==> config.mk <==
export PLATFORM = sky130hd
export DESIGN_NAME = xcvr_top
export DESIGN_NICKNAME = d
export VERILOG_FILES = /design/src/rtl/xcvr_pkg.sv /design/src/rtl/xcvr_rise_det.sv /design/src/rtl/xcvr_hold_reg.sv /design/src/rtl/xcvr_lane.sv /design/src/rtl/xcvr_top.sv
export SDC_FILE = /design/constraint.sdc
export NUM_CORES = 1
export LEC_CHECK = 0
export BUFFER_PORTS_ARGS = -buffer_cell sky130_fd_sc_hd__buf_4
export CAP_MARGIN = 0
export CORE_UTILIZATION = 53
export CTS_BUF_LIST = sky130_fd_sc_hd__clkbuf_4 sky130_fd_sc_hd__clkbuf_8
export CTS_CLUSTER_DIAMETER = 80
export CTS_CLUSTER_SIZE = 24
export DETAILED_ROUTE_END_ITERATION = 6
export HOLD_SLACK_MARGIN = 0.02
export PLACE_DENSITY = 0.87
export SYNTH_ARGS = -nofsm -noshare
export SYNTH_HDL_FRONTEND = slang
export SYNTH_SLANG_ARGS = --single-unit
==> constraint.sdc <==
create_clock -name clk -period 1.7 [get_ports clk]
set_input_delay 0 -clock clk [delete_from_list [all_inputs] [get_ports clk]]
set_output_delay 0 -clock clk [all_outputs]
set_load 0.03 [all_outputs]
==> src/rtl/xcvr_pkg.sv <==
package xcvr_pkg;
  typedef enum logic [1:0] {
    PATH_ISOLATE = 2'd0,
    PATH_TO_A    = 2'd1,
    PATH_TO_B    = 2'd2
  } path_e;

  function automatic path_e decode_path(input logic oe_n, input logic dir);
    if (oe_n)     return PATH_ISOLATE;
    else if (dir) return PATH_TO_B;
    else          return PATH_TO_A;
  endfunction
endpackage

==> src/rtl/xcvr_rise_det.sv <==
module xcvr_rise_det (
  input  logic clk,
  input  logic rst_n,
  input  logic strobe,
  output logic rise
);
  logic strobe_q;

  always_ff @(posedge clk) begin
    if (!rst_n) strobe_q <= 1'b0;
    else        strobe_q <= strobe;
  end

  assign rise = strobe & ~strobe_q;
endmodule

==> src/rtl/xcvr_hold_reg.sv <==
module xcvr_hold_reg #(
  parameter int WIDTH = 8
) (
  input  logic             clk,
  input  logic             rst_n,
  input  logic             load,
  input  logic [WIDTH-1:0] d,
  output logic [WIDTH-1:0] q
);
  always_ff @(posedge clk) begin
    if (!rst_n)    q <= '0;
    else if (load) q <= d;
  end
endmodule

==> src/rtl/xcvr_lane.sv <==
module xcvr_lane
  import xcvr_pkg::*;
#(
  parameter int WIDTH = 8
) (
  input  logic             clk,
  input  logic             rst_n,
  input  logic [WIDTH-1:0] a_in,
  input  logic [WIDTH-1:0] b_in,
  input  logic             oe_n,
  input  logic             dir,
  input  logic             cap_ab,
  input  logic             cap_ba,
  input  logic             sel_ab,
  input  logic             sel_ba,
  output logic [WIDTH-1:0] a_out,
  output logic             a_drv,
  output logic [WIDTH-1:0] b_out,
  output logic             b_drv
);
  logic             load_a, load_b;
  logic [WIDTH-1:0] held_a, held_b;
  logic [WIDTH-1:0] to_b, to_a;
  path_e            path;

  xcvr_rise_det u_rise_ab (.clk(clk), .rst_n(rst_n), .strobe(cap_ab), .rise(load_a));
  xcvr_rise_det u_rise_ba (.clk(clk), .rst_n(rst_n), .strobe(cap_ba), .rise(load_b));

  xcvr_hold_reg #(.WIDTH(WIDTH)) u_hold_a (
    .clk(clk), .rst_n(rst_n), .load(load_a), .d(a_in), .q(held_a));
  xcvr_hold_reg #(.WIDTH(WIDTH)) u_hold_b (
    .clk(clk), .rst_n(rst_n), .load(load_b), .d(b_in), .q(held_b));

  // plain 2:1 selects steered only by the select bit
  assign to_b = sel_ab ? held_a : a_in;
  assign to_a = sel_ba ? held_b : b_in;

  always_comb begin
    path  = decode_path(oe_n, dir);
    a_drv = (path == PATH_TO_A);
    b_drv = (path == PATH_TO_B);
    a_out = a_drv ? to_a : '0;
    b_out = b_drv ? to_b : '0;
  end
endmodule

==> src/rtl/xcvr_top.sv <==
module xcvr_top #(
  parameter int LANE_W = 8,
  parameter int LANES  = 2
) (
  input  logic                     clk,
  input  logic                     rst_n,
  input  logic [LANE_W*LANES-1:0]  a_in,
  input  logic [LANE_W*LANES-1:0]  b_in,
  input  logic [LANES-1:0]         oe_n,
  input  logic [LANES-1:0]         dir,
  input  logic [LANES-1:0]         cap_ab,
  input  logic [LANES-1:0]         cap_ba,
  input  logic [LANES-1:0]         sel_ab,
  input  logic [LANES-1:0]         sel_ba,
  output logic [LANE_W*LANES-1:0]  a_out,
  output logic [LANES-1:0]         a_drv,
  output logic [LANE_W*LANES-1:0]  b_out,
  output logic [LANES-1:0]         b_drv
);
  localparam int BUS_W = LANE_W * LANES;

  logic [BUS_W-1:0] a_out_w, b_out_w;

  for (genvar h = 0; h < LANES; h++) begin : g_lane
    xcvr_lane #(.WIDTH(LANE_W)) u_lane (
      .clk    (clk),
      .rst_n  (rst_n),
      .a_in   (a_in[h*LANE_W +: LANE_W]),
      .b_in   (b_in[h*LANE_W +: LANE_W]),
      .oe_n   (oe_n[h]),
      .dir    (dir[h]),
      .cap_ab (cap_ab[h]),
      .cap_ba (cap_ba[h]),
      .sel_ab (sel_ab[h]),
      .sel_ba (sel_ba[h]),
      .a_out  (a_out_w[h*LANE_W +: LANE_W]),
      .a_drv  (a_drv[h]),
      .b_out  (b_out_w[h*LANE_W +: LANE_W]),
      .b_drv  (b_drv[h])
    );
  end

  assign a_out = a_out_w;
  assign b_out = b_out_w;
endmodule

==> results.cfg <==
[floorplanning]
ios = 82
chipWidth_um = 63.1
dieArea_mm2 = 0.00399
initial_core_util = 0.571
core-area_mm2 = 0.00347
num_rows = 21
die_y_um = 63.1

[sta]
fmax_ghz = 0.883
fin_skew_ns = 0.00112
max_slew_margin = 0.588
drv_slew = 0
worstMarginPinSlew_ns = 0.618
hold_slack_ns = 0.253
rsz0062_at_grt = false
finalCriticalPeriod_ns = 1.13
finalHoldViolations = 0
finalSetupTns_ns = 0
setup_viol = 0
fin_crit_sh = 0.666

[worst_setup_path]
crit_required_ns = 1.70
crit_family = buffers and inverters
r2r_start = g_lane[1].u_lane.u_rise_ba.strobe_q
startpoint_type = primary input
path_common_cell = buf_4
ff2ff_path_depth = 3
slowest_stage = dlygate4sd3_1
criticalPathCategory = primary input to primary output
cp_cell_sequence = dlygate4sd3_1 -> buf_4 -> mux2i_1 -> nor2_1 -> buf_4
crit_buf_inv = 3
arrival_ns = 1.13
cp-end-kind = primary output
reg2reg_setup_slack_ns = 0.80
max_stage_delay_ns = 0.56
critPathMaxFanout = 2
r2r_end = g_lane[1].u_lane.u_hold_b.q[5]

[placement]
place_congestion = 0.697
placed_cells = 343
hpwl_um = 2820
io_buffers = 81
postPlaceCellArea_mm2 = 0.00251

[clock_network]
clock_sinks = 36
root_buffer = clkbuf_8
post_cts_buffers = 0
clock_latency_ns = 0.28
clockBufferDepth = 2
clkTransAtPathRegs_ns = 0.07
cts_buffers = 5
tritoncts = done
h-tree-depth = 2

[hold_path]
hold_end = g_lane[1].u_lane.u_hold_b.q[1]
hold_path.startpoint = rst_n
min_path_type = primary input to flip-flop
whs_path_depth = 3

[drt]
drtAntennaViolNets = 0
drc = 0
routed_via_density = 5.03
wl_per_cell_um = 13.2
first_pass_iters = 6
vias = 1945
drt_wl_total_um = 5120
dr.first_iter.drc_count = 92

[logic_synthesis]
synth_top_family_by_area = multiplexers
yosysTopAreaCell = dfxtp_1
synth_commonest_cells = 64 x mux2i_1, 64 x nand2_1, 36 x dfxtp_1
synth_seq_cells = 36
yosys.area_share.simple = 0.220
yosysWarningCount = 0
syn_inst = 236
synth_compound_gate_area_share = 0
yosys-top-cells-area = dfxtp_1 36%, mux2i_1 32%, nand2_1 12%, nor2_1 6.1%, buf_4 3.0%
synthesis.nets = 282
synth_xor_area_frac = 0
synth_mux_area_frac = 0.323
syn_area_mm2 = 0.00198
async_reset_ff_frac = 0
synth_fa_ha_area_frac = 0
synth_cell_type_count = 16
seq_area_frac_synth = 0.364
synth.top_cell.area_share = 0.364
synth_flop_cell = dfxtp_1
syn_avg_cell_area_um2 = 8.39
synth-edff-count = 0

[layout]
final_area_mm2 = 0.00297
drive_gt1_frac = 0.279
num_antenna_cells = 0
layoutNonFillerInstCount = 387
fin_util = 0.855
syn_to_final_growth_pct = 49.7
fin_nets = 386

[global_route]
use_met1 = 0.281
grt_pass1_wl_um = 8560
top_usage_layer = met2
grt_max_degree = 69
track_usage = 0.276
overflow = 0
antenna_found_initial = 0
grt_use_met2 = 0.552
grt_pass1_vias = 1966
met3_usage = 0.0435

[flow_run]
drv_cap = 0

[status]
status = finished clean

[power]
peakVddDrop_uv = 614
p_leak_nw = 1.47
p_per_area_mw_per_mm2 = 701
where the power goes:
part | total (mW) | internal [mW] | switching, mW
Clock | 0.634 | 0.362 | 0.272
Sequential | 0.924 | 0.897 | 0.0268
Combinational | 0.522 | 0.264 | 0.258
Total | 2.08 | 1.52 | 0.557
layout by cell type (no fill, tap or decap), drive strengths merged:
cell type / instances
buf: 85
nor2: 32
nand2b: 2
dfxtp: 36
dlygate4sd3: 36
and2: 4
inv: 4
mux2i: 64
nand2: 64
nor2b: 4
or2: 2
clkbuf: 8
through the flow:
step,total power [mW],setup slack [ns]
6_report,2.08,0.567
5_1_grt,2.19,0.518
4_1_cts,2.08,0.645
3_5_place_dp,1.38,0.804
3_3_place_gp,1.37,0.867
2_1_floorplan,1.24,0.869
worst max-delay path by stage:
stage	from	endpoint	slack, ns	cells after the start
2_1_floorplan	g_lane[0].u_lane.u_rise_ba.strobe_q	g_lane[0].u_lane.u_hold_b.q[0]	0.87	3
3_3_place_gp	g_lane[1].u_lane.u_rise_ab.strobe_q	g_lane[1].u_lane.u_hold_a.q[5]	0.87	3
3_5_place_dp	rst_n	g_lane[1].u_lane.u_hold_b.q[5]	0.80	3
4_1_cts	a_in[14]	b_out[14]	0.64	5
5_1_grt	b_in[7]	a_out[7]	0.52	5
6_report	b_in[7]	a_out[7]	0.57	5
sequential cells by signal, indices dropped and copies added (netlist names):
register / cells
g_lane.u_lane.u_hold_a.q: 16
g_lane.u_lane.u_hold_b.q: 16
g_lane.u_lane.u_rise_ab.strobe_q: 2
g_lane.u_lane.u_rise_ba.strobe_q: 2
per-layer routing:
| metal | up-vias | share of wire |
|---|---|---|
| met3 | 9 | 0.050 |
| met5 | - | 0 |
| li1 | 959 | - |
| met2 | 77 | 0.54 |
| met1 | 900 | 0.39 |
| met4 | 0 | 0.017 |
logic make-up after synthesis:
group	after synthesis
buffers and inverters	28
and+or+nand+nor	108
muxes	64
DFF	36
worst register-to-register path: cells and delay by family (launching register included):
family                 cells  cell delay (ns)
buffers and inverters      1             0.20
and+or+nand+nor            1             0.09
DFF                        1             0.30
muxes                      1             0.23
cell type report:
class	count	area, um^2
sequential	36	721
fill	196	503
clock buffer	8	97.6
timing repair buffer	121	998
multi-input combinational	172	1080
inverter	4	15.0
tap	46	57.6
what timing repair did:
item                                   in CTS  in global routing
hold buffers                               36                  0
endpoints found under the hold margin      36                  0
gates resized for setup                     0                  0
No activity file was read; power rests on OpenSTA's default activity.
